**config.mk**
```make
export PLATFORM = sky130hd
export DESIGN_NAME = mdio_mgmt_master
export DESIGN_NICKNAME = d
export VERILOG_FILES = /design/src/rtl/mdio_pkg.sv /design/src/rtl/mdio_clk_div.sv /design/src/rtl/mdio_frame_engine.sv /design/src/rtl/mdio_csr.sv /design/src/rtl/mdio_mgmt_master.sv
export SDC_FILE = /design/constraint.sdc
export NUM_CORES = 1
export LEC_CHECK = 0
export ABC_AREA = 1
export BUFFER_PORTS_ARGS = -buffer_cell sky130_fd_sc_hd__buf_2
export CAP_MARGIN = 10
export CORE_MARGIN = 4
export CORE_UTILIZATION = 26
export DETAILED_ROUTE_END_ITERATION = 6
export GPL_ROUTABILITY_DRIVEN = 0
export SLEW_MARGIN = 15
export SYNTH_ARGS = -nofsm -noshare
export SYNTH_HDL_FRONTEND = slang
export SYNTH_SLANG_ARGS = --single-unit
```
**constraint.sdc**
```tcl
create_clock -name clk -period 2.7 [get_ports clk]
set_input_delay 0.405 -clock clk [delete_from_list [all_inputs] [get_ports clk]]
set_output_delay 0.405 -clock clk [all_outputs]
set_load 0.005 [all_outputs]
```
**src/rtl/mdio_pkg.sv**
```systemverilog
package mdio_pkg;

    localparam int CSR_W   = 32;
    localparam int DIV_W   = 16;
    localparam int PHY_AW  = 5;
    localparam int REG_AW  = 5;
    localparam int DATA_W  = 16;
    localparam int PRE_LEN = 32;
    localparam int CH_W    = 5;

    localparam logic [CH_W-1:0]  TOP_CHANNEL = 5'd1;
    localparam logic [DIV_W-1:0] DIV_RESET   = 16'h00FF;

    // Bit positions in the control/status word
    localparam int POS_IDLE     = 31;
    localparam int POS_EN       = 30;
    localparam int POS_CH_LO    = 24;
    localparam int POS_PRE_OFF  = 20;
    localparam int POS_FAULT    = 19;
    localparam int POS_FAULT_EN = 18;

    // Frame geometry after the preamble
    localparam int FRAME_LEN = 4 + PHY_AW + REG_AW + 2 + DATA_W;
    localparam int TA_POS    = 4 + PHY_AW + REG_AW;

    typedef enum logic [1:0] {
        ENG_IDLE  = 2'd0,
        ENG_ARM   = 2'd1,
        ENG_SHIFT = 2'd2
    } eng_state_e;

    typedef struct packed {
        logic             enable;
        logic             pre_off;
        logic             fault_en;
        logic [DIV_W-1:0] div;
    } ctrl_t;

    typedef struct packed {
        logic              is_read;
        logic [PHY_AW-1:0] phy;
        logic [REG_AW-1:0] regad;
        logic [DATA_W-1:0] wdata;
    } req_t;

    function automatic logic [FRAME_LEN-1:0] build_frame(input req_t r);
        logic [1:0]        op;
        logic [1:0]        ta;
        logic [DATA_W-1:0] d;
        op = r.is_read ? 2'b10 : 2'b01;
        ta = r.is_read ? 2'b11 : 2'b10;
        d  = r.is_read ? {DATA_W{1'b1}} : r.wdata;
        return {2'b01, op, r.phy, r.regad, ta, d};
    endfunction

    function automatic logic [CSR_W-1:0] pack_status(input ctrl_t c, input logic idle,
                                                     input logic fault);
        logic [CSR_W-1:0] w;
        w                      = '0;
        w[POS_IDLE]            = idle;
        w[POS_EN]              = c.enable;
        w[POS_CH_LO +: CH_W]   = TOP_CHANNEL;
        w[POS_PRE_OFF]         = c.pre_off;
        w[POS_FAULT]           = fault;
        w[POS_FAULT_EN]        = c.fault_en;
        w[DIV_W-1:0]           = c.div;
        return w;
    endfunction

endpackage

```
**src/rtl/mdio_clk_div.sv**
```systemverilog
module mdio_clk_div
    import mdio_pkg::*;
#(
    parameter int W = DIV_W
) (
    input  logic         clk,
    input  logic         rst,
    input  logic [W-1:0] div_i,
    output logic         mdc_o,
    output logic         rise_o,
    output logic         fall_o
);

    logic [W-1:0] cnt_q;
    logic         run;
    logic [W:0]   half_m1;

    always_comb begin
        run     = |div_i;
        half_m1 = (({1'b0, div_i} + 1'b1) >> 1) - 1'b1;
        rise_o  = run && (cnt_q >= div_i);
        fall_o  = run && ({1'b0, cnt_q} == half_m1);
    end

    always_ff @(posedge clk) begin
        if (rst) begin
            cnt_q <= '0;
            mdc_o <= 1'b0;
        end else if (!run) begin
            cnt_q <= '0;
            mdc_o <= 1'b0;
        end else begin
            cnt_q <= rise_o ? '0 : cnt_q + 1'b1;
            if (rise_o)
                mdc_o <= 1'b1;
            else if (fall_o)
                mdc_o <= 1'b0;
        end
    end

    // a zero divider parks MDC low
    assert_mdc_parked_R3: assert property (@(posedge clk) disable iff (rst)
        (div_i == '0) |=> !mdc_o);

    // MDC only rises on a rising tick
    assert_mdc_rise_tick_R3: assert property (@(posedge clk) disable iff (rst)
        (!mdc_o && !rise_o) |=> !mdc_o);

endmodule

```
**src/rtl/mdio_frame_engine.sv**
```systemverilog
module mdio_frame_engine
    import mdio_pkg::*;
#(
    parameter int PRE_BITS = PRE_LEN
) (
    input  logic              clk,
    input  logic              rst,
    input  logic              en_i,
    input  logic              pre_off_i,
    input  logic              fault_en_i,
    input  logic              rise_i,
    input  logic              fall_i,
    input  logic              go_i,
    input  req_t              req_i,
    input  logic              mdio_i,
    output logic              mdio_o,
    output logic              mdio_oe,
    output logic              idle_o,
    output logic              done_o,
    output logic              ack_o,
    output logic [DATA_W-1:0] rdata_o,
    output logic              fault_set_o
);

    localparam int PRE_CW = $clog2(PRE_BITS + 1);
    localparam int POS_W  = $clog2(FRAME_LEN + 1);

    localparam logic [POS_W-1:0]  POS_LAST = POS_W'(FRAME_LEN);
    localparam logic [POS_W-1:0]  DRV_END  = POS_W'(TA_POS);
    localparam logic [POS_W-1:0]  ACK_POS  = POS_W'(TA_POS + 2);
    localparam logic [POS_W-1:0]  DATA_POS = POS_W'(TA_POS + 3);
    localparam logic [PRE_CW-1:0] PRE_INIT = PRE_CW'(PRE_BITS);

    eng_state_e           st_q;
    logic [FRAME_LEN-1:0] sh_q;
    logic                 rd_q;
    logic [PRE_CW-1:0]    pre_q;
    logic [POS_W-1:0]     pos_q;

    logic accept;
    logic mismatch;
    logic last_bit;

    assign accept   = go_i && en_i && (st_q == ENG_IDLE);
    assign mismatch = fault_en_i && mdio_oe && (mdio_i != mdio_o);
    assign last_bit = (pre_q == '0) && (pos_q == POS_LAST);
    assign idle_o   = (st_q == ENG_IDLE);

    always_ff @(posedge clk) begin
        if (rst) begin
            st_q        <= ENG_IDLE;
            sh_q        <= '0;
            rd_q        <= 1'b0;
            pre_q       <= '0;
            pos_q       <= '0;
            mdio_o      <= 1'b1;
            mdio_oe     <= 1'b0;
            done_o      <= 1'b0;
            ack_o       <= 1'b0;
            rdata_o     <= '0;
            fault_set_o <= 1'b0;
        end else begin
            done_o      <= 1'b0;
            fault_set_o <= 1'b0;
            case (st_q)
                ENG_IDLE: begin
                    if (accept) begin
                        sh_q    <= build_frame(req_i);
                        rd_q    <= req_i.is_read;
                        pre_q   <= pre_off_i ? '0 : PRE_INIT;
                        pos_q   <= '0;
                        ack_o   <= 1'b0;
                        rdata_o <= '0;
                        st_q    <= ENG_ARM;
                    end
                end
                ENG_ARM, ENG_SHIFT: begin
                    if (fall_i) begin
                        st_q <= ENG_SHIFT;
                        if (pre_q != '0) begin
                            mdio_o  <= 1'b1;
                            mdio_oe <= 1'b1;
                            pre_q   <= pre_q - 1'b1;
                        end else begin
                            mdio_o  <= sh_q[FRAME_LEN-1];
                            mdio_oe <= !rd_q || (pos_q < DRV_END);
                            sh_q    <= sh_q << 1;
                            pos_q   <= pos_q + 1'b1;
                        end
                    end else if (rise_i && (st_q == ENG_SHIFT)) begin
                        if (mismatch) begin
                            st_q        <= ENG_IDLE;
                            mdio_oe     <= 1'b0;
                            fault_set_o <= 1'b1;
                        end else begin
                            if (rd_q && (pos_q == ACK_POS))
                                ack_o <= !mdio_i;
                            if (rd_q && (pos_q >= DATA_POS))
                                rdata_o <= {rdata_o[DATA_W-2:0], mdio_i};
                            if (last_bit) begin
                                st_q    <= ENG_IDLE;
                                mdio_oe <= 1'b0;
                                done_o  <= 1'b1;
                            end
                        end
                    end
                end
                default: st_q <= ENG_IDLE;
            endcase
        end
    end

    // done never lasts two cycles
    assert_done_pulse_R12: assert property (@(posedge clk) disable iff (rst)
        done_o |=> !done_o);

    // the line is only driven while a frame is in flight
    assert_oe_busy_R8: assert property (@(posedge clk) disable iff (rst)
        mdio_oe |-> !idle_o);

    // a request while disabled starts nothing
    assert_go_gated_R7: assert property (@(posedge clk) disable iff (rst)
        (go_i && !en_i && idle_o) |=> idle_o);

    // data output moves only on a falling MDC tick
    assert_drive_on_fall_R4: assert property (@(posedge clk) disable iff (rst)
        (mdio_o != $past(mdio_o)) |-> $past(fall_i));

    // a detected fault leaves the engine idle with the line released
    assert_fault_abort_R9: assert property (@(posedge clk) disable iff (rst)
        fault_set_o |-> (idle_o && !mdio_oe && !done_o));

endmodule

```
**src/rtl/mdio_csr.sv**
```systemverilog
module mdio_csr
    import mdio_pkg::*;
(
    input  logic             clk,
    input  logic             rst,
    input  logic             wr_i,
    input  logic [CSR_W-1:0] wdata_i,
    input  logic             idle_i,
    input  logic             fault_set_i,
    output ctrl_t            ctrl_o,
    output logic             fault_o,
    output logic [CSR_W-1:0] rdata_o
);

    logic unused_wbits;
    assign unused_wbits = ^{wdata_i[POS_IDLE], wdata_i[29:21], wdata_i[17:16]};

    always_ff @(posedge clk) begin
        if (rst) begin
            ctrl_o.enable   <= 1'b0;
            ctrl_o.pre_off  <= 1'b0;
            ctrl_o.fault_en <= 1'b0;
            ctrl_o.div      <= DIV_RESET;
            fault_o         <= 1'b0;
        end else begin
            if (wr_i) begin
                ctrl_o.enable   <= wdata_i[POS_EN];
                ctrl_o.pre_off  <= wdata_i[POS_PRE_OFF];
                ctrl_o.fault_en <= wdata_i[POS_FAULT_EN];
                ctrl_o.div      <= wdata_i[DIV_W-1:0];
            end
            if (fault_set_i)
                fault_o <= 1'b1;
            else if (wr_i && wdata_i[POS_FAULT])
                fault_o <= 1'b0;
        end
    end

    assign rdata_o = pack_status(ctrl_o, idle_i, fault_o);

    // flag survives anything but a write of one
    assert_fault_sticky_R10: assert property (@(posedge clk) disable iff (rst)
        (fault_o && !(wr_i && wdata_i[POS_FAULT])) |=> fault_o);

    // a write of one clears the flag when no new fault arrives
    assert_fault_clear_R10: assert property (@(posedge clk) disable iff (rst)
        (wr_i && wdata_i[POS_FAULT] && !fault_set_i) |=> !fault_o);

endmodule

```
**src/rtl/mdio_mgmt_master.sv**
```systemverilog
module mdio_mgmt_master
    import mdio_pkg::*;
#(
    parameter int PRE_BITS = PRE_LEN
) (
    input  logic                clk,
    input  logic                rst,
    input  logic                csr_wr,
    input  logic [CSR_W-1:0]    csr_wdata,
    output logic [CSR_W-1:0]    csr_rdata,
    input  logic                usr_go,
    input  logic                usr_read,
    input  logic [PHY_AW-1:0]   usr_phy,
    input  logic [REG_AW-1:0]   usr_reg,
    input  logic [DATA_W-1:0]   usr_wdata,
    output logic [DATA_W-1:0]   usr_rdata,
    output logic                usr_ack,
    output logic                usr_done,
    output logic                mdc,
    output logic                mdio_o,
    output logic                mdio_oe,
    input  logic                mdio_i
);

    ctrl_t ctrl;
    req_t  req;
    logic  fault;
    logic  idle;
    logic  fault_set;
    logic  rise_tick;
    logic  fall_tick;

    logic unused_fault;
    assign unused_fault = fault;

    assign req.is_read = usr_read;
    assign req.phy     = usr_phy;
    assign req.regad   = usr_reg;
    assign req.wdata   = usr_wdata;

    mdio_csr u_csr (
        .clk         (clk),
        .rst         (rst),
        .wr_i        (csr_wr),
        .wdata_i     (csr_wdata),
        .idle_i      (idle),
        .fault_set_i (fault_set),
        .ctrl_o      (ctrl),
        .fault_o     (fault),
        .rdata_o     (csr_rdata)
    );

    mdio_clk_div #(.W(DIV_W)) u_div (
        .clk    (clk),
        .rst    (rst),
        .div_i  (ctrl.div),
        .mdc_o  (mdc),
        .rise_o (rise_tick),
        .fall_o (fall_tick)
    );

    mdio_frame_engine #(.PRE_BITS(PRE_BITS)) u_eng (
        .clk         (clk),
        .rst         (rst),
        .en_i        (ctrl.enable),
        .pre_off_i   (ctrl.pre_off),
        .fault_en_i  (ctrl.fault_en),
        .rise_i      (rise_tick),
        .fall_i      (fall_tick),
        .go_i        (usr_go),
        .req_i       (req),
        .mdio_i      (mdio_i),
        .mdio_o      (mdio_o),
        .mdio_oe     (mdio_oe),
        .idle_o      (idle),
        .done_o      (usr_done),
        .ack_o       (usr_ack),
        .rdata_o     (usr_rdata),
        .fault_set_o (fault_set)
    );

endmodule

```
==> impl_metrics.env <==
export IMPL_power_per_cell_area_mw_per_mm2=542.2
export IMPL_pwr_share_seq_pct=35.4
export IMPL_ys_ff_latch=105
export IMPL_synth_cells=995
export IMPL_cts_tree="built"
export IMPL_num_vias=6828
export IMPL_die_area_mm2=0.02839
export IMPL_crit_chain="buf_4, buf_4, nand3_2, nor2_4, nand2_1, nand2_1, nand2_4, nor2_8, nand3_4, nor2_4, nand3_1, nand2_1, nand3_2, nor2_4, nand3_4, nand2_8, nand2_4, inv_8, buf_12, nor2_1, nor2_1"
export IMPL_die_x_um=168.5
export IMPL_hold_start="csr_wdata[4]"
export IMPL_critPathArrivalTime_ns=3.13
export IMPL_routedWlPerCell_um=13.38
export IMPL_portBuffers=93
export IMPL_die_y_um=168.5
export IMPL_endpoint_kind="register"
export IMPL_drive_above_1_share_pct=33.08
export IMPL_drcViolationCount=0
export IMPL_num_antenna_cells=0
export IMPL_path_max_fanout=9
export IMPL_critPathMaxStageDelay_ns=0.37
export IMPL_drt_first_pass_iters=4
export IMPL_initial_core_util_pct=26.52
export IMPL_crit_type="reg -> reg"
export IMPL_tightestPinTransition_ns=0.6275
export IMPL_ys_warn_count=0
export IMPL_r2r_start="u_csr.ctrl_o[0]"
export IMPL_synth_top_cell_area_share_pct=31.38
export IMPL_synthTopCellsByArea="dfxtp_1, nand2_1, nand3_1"
export IMPL_period_share_pct=105.1
export IMPL_synth_top_cell_by_area="dfxtp_1"
export IMPL_worst_slack_ns=-0.1385
export IMPL_hold_violations=0
export IMPL_cts_root_buf="clkbuf_16"
export IMPL_synth_cell_type_count=47
export IMPL_antenna_left=0
export IMPL_p_int_mw=3.304
export IMPL_crit_required_ns=2.99
export IMPL_synth_main_ff_cell="dfxtp_1"
export IMPL_finClkSkew_ns=0.009067
export IMPL_path_delay_family="simple AND/OR/NAND/NOR gates"
export IMPL_leakagePower_nw=4.118
export IMPL_power_frac_comb_pct=35.1
export IMPL_finalCriticalPeriod_ns=2.838
export IMPL_grt_pass1_vias=6385
export IMPL_wl_um=20110
export IMPL_holdCritPathClass="in -> reg"
export IMPL_ys_seq_area_share_pct=31.38
export IMPL_syn_area_mm2=0.006698
export IMPL_setup_violations_final=66
export IMPL_maxSlewViolCount=0
export IMPL_clkTransAtPathRegs_ns=0.07
export IMPL_core_mm2=0.02525
export IMPL_gr_usage_all_layers_pct=13.58
export IMPL_ir_drop_uv=363.6
export IMPL_syn_to_final_growth_pct=37.70
export IMPL_rows=58
export IMPL_max_slew_margin_rel_pct=58.16
export IMPL_vias_per_cell=4.543
export IMPL_violations="negative setup slack"
export IMPL_crit_path_top_delay_cell="dfxtp_4"
export IMPL_min_to="u_csr.ctrl_o[4]"
export IMPL_final_nets=1260
export IMPL_dp_hpwl_um=14610
export IMPL_cts_made_buffers=9
export IMPL_grt_setup_unrepaired="true"
export IMPL_r2r_cells=21
export IMPL_finalPower_mw=5.000
export IMPL_rr_endpoint="u_eng.sh_q[18]"
export IMPL_syn_avg_cell_area_um2=6.731
export IMPL_fin_util_pct=36.52
export IMPL_switching_share_pct=33.93
export IMPL_switchingPower_mw=1.697
export IMPL_grt_max_degree=46
export IMPL_clockBufferDepth=2
export IMPL_io_pins=117
export IMPL_grt_pass1_wl_um=31810
export IMPL_fmaxAchievable_ghz=0.3523
export IMPL_antenna_found_initial=1
export IMPL_reg2reg_slack_ns=-0.14
export IMPL_worstSetupStartpointType="register"
export IMPL_status="finished with violations"
export IMPL_holdPathStages=3
export IMPL_grt_overflow=0
export IMPL_synth_edff_count=0
export IMPL_crit_buf_inv=4
export IMPL_cap_violations=0
export IMPL_first_iter_violations=357
export IMPL_clkPwrFrac_pct=29.5
export IMPL_clk_latency_ns=0.36
export IMPL_ys_async_sr_fraction_pct=0
export IMPL_h_tree_depth=3
export IMPL_pre_cts_ws_ns=-0.2177
export IMPL_cts_sinks=105
## synth_stat cells (3+ instances only)
cell type,number
buf_6,5
a21oi_2,20
o22ai_1,16
clkbuf_1,17
ha_1,28
inv_2,6
nor3_1,16
dfxtp_1,105
nand2_1,262
nand4_1,16
inv_1,97
buf_4,19
nand3_2,13
buf_2,3
xor2_1,14
nor2_4,8
nand2_2,12
o21ai_0,46
nor2_2,5
nand3_1,74
nor3b_1,4
a21oi_1,71
clkinv_1,3
xnor2_1,5
nor2_1,98
nand2_4,3
## worst reg2reg max path: stages (launching register included)
cell and delay, ns:
dfxtp_4 0.37, buf_4 0.11, buf_4 0.11, nand3_2 0.11, nor2_4 0.17, nand2_1 0.07
nand2_1 0.15, nand2_4 0.10, nor2_8 0.16, nand3_4 0.13, nor2_4 0.15, nand3_1 0.08
nand2_1 0.11, nand3_2 0.10, nor2_4 0.12, nand3_4 0.11, nand2_8 0.12, nand2_4 0.13
inv_8 0.11, buf_12 0.13, nor2_1 0.04, nor2_1 0.11
## power groups by stage
stage / Combinational [mW] / Clock (mW) / Sequential (mW)
2_1_floorplan: 0.911 / 0 / 1.79
4_1_cts: 1.55 / 1.51 / 1.77
6_report: 1.75 / 1.47 / 1.77
3_5_place_dp: 1.38 / 0 / 1.80
3_3_place_gp: 1.37 / 0 / 1.80
5_1_grt: 1.94 / 1.57 / 1.79
## flip-flops by register name, summed over array words and instances, names as in the netlist, 2 cells and up
name           cells
u_eng.rdata_o     16
u_eng.sh_q        32
u_csr.ctrl_o      19
u_div.cnt_q       16
u_eng.pos_q        6
u_eng.pre_q        6
u_eng.st_q         2
## layout make-up
| class | instances | area (µm²) |
|---|---|---|
| clock buffers | 10 | 239.0 |
| clock inverters | 6 | 90.09 |
| fillers | 2670 | 16030 |
| inverters | 107 | 426.7 |
| multi-input cells | 746 | 4390 |
| flip-flops and latches | 105 | 2112 |
| well taps | 330 | 412.9 |
| repair buffers | 199 | 1551 |
## how the worst max path moves through the flow
stage / endpoint / from / slack (ns) / depth (start not counted)
5_1_grt: u_eng.sh_q[18] / u_csr.ctrl_o[0] / -0.32 / 23
3_3_place_gp: u_eng.sh_q[30] / u_csr.ctrl_o[0] / -0.19 / 19
2_1_floorplan: u_eng.sh_q[28] / u_csr.ctrl_o[0] / 0.007 / 20
3_5_place_dp: u_eng.sh_q[9] / u_csr.ctrl_o[0] / -0.22 / 19
4_1_cts: u_eng.sh_q[13] / u_csr.ctrl_o[1] / -0.14 / 20
6_report: u_eng.sh_q[18] / u_csr.ctrl_o[0] / -0.14 / 21
## logic make-up (layout without fill, tap and decap cells)
kind of cell             Yosys count  in the layout  share of synthesized area [%]
AO/OA/AOI/OAI                    163            163                          13.90
XOR/XNOR                          19             19                          2.485
adder cells (fa/ha/maj)           28             28                          5.231
buffers and inverters            154            322                          10.69
flip-flops                       105            105                          31.38
other                              2             11                         0.1121
AND/OR/NAND/NOR                  524            525                          36.20
## layer usage
| metal | global-route usage, % | up-vias | routed length (µm) |
|---|---|---|---|
| li1 | - | 3566 | - |
| met3 | 2.265 | 22 | 834 |
| met1 | 17.28 | 3120 | 9068 |
| met2 | 23.69 | 120 | 9873 |
| met5 | 0 | - | 0 |
| met4 | 3.917 | 0 | 331 |
## cell usage in the layout, fill, tap and decap left out, types with 10 or more instances in the layout
cell | netlist | final
a21oi_1 | 71 | 55
a21oi_2 | 20 | 35
buf_12 | 1 | 10
buf_2 | 3 | 93
buf_4 | 19 | 81
clkbuf_16 | 0 | 14
conb_1 | 2 | 11
dfxtp_1 | 105 | 101
ha_1 | 28 | 25
inv_1 | 97 | 93
nand2_1 | 262 | 231
nand2_2 | 12 | 37
nand3_1 | 74 | 62
nand3_2 | 13 | 21
nand4_1 | 16 | 16
nor2_1 | 98 | 82
nor2_2 | 5 | 13
nor2_4 | 8 | 16
nor3_1 | 16 | 14
o21ai_0 | 46 | 32
o21ai_1 | 2 | 12
o22ai_1 | 16 | 15
xor2_1 | 14 | 13
## repair_timing
action                                  4_1_cts  5_1_grt
hold buffers                                  0        0
resized for setup                            67       85
endpoints found under the setup margin       67       68
buffers inserted                              9        4
gates cloned                                  2        6
pin swaps                                    36       38
## metrics by stage
stage / instances / area [µm²] / hold WS, ns / TNS (ns)
after floorplan: 1004 / 6734 / 0.4130 / 0
after global placement: 1468 / 8092 / 0.4453 / -9.381
after detailed placement: 1468 / 8092 / 0.4511 / -11.46
after CTS: 1493 / 8751 / 0.2535 / -6.747
after global routing: 1503 / 9223 / 0.2707 / -16.29
final: 1503 / 9223 / 0.2609 / -5.841
No activity file was read; power rests on OpenSTA's default activity.
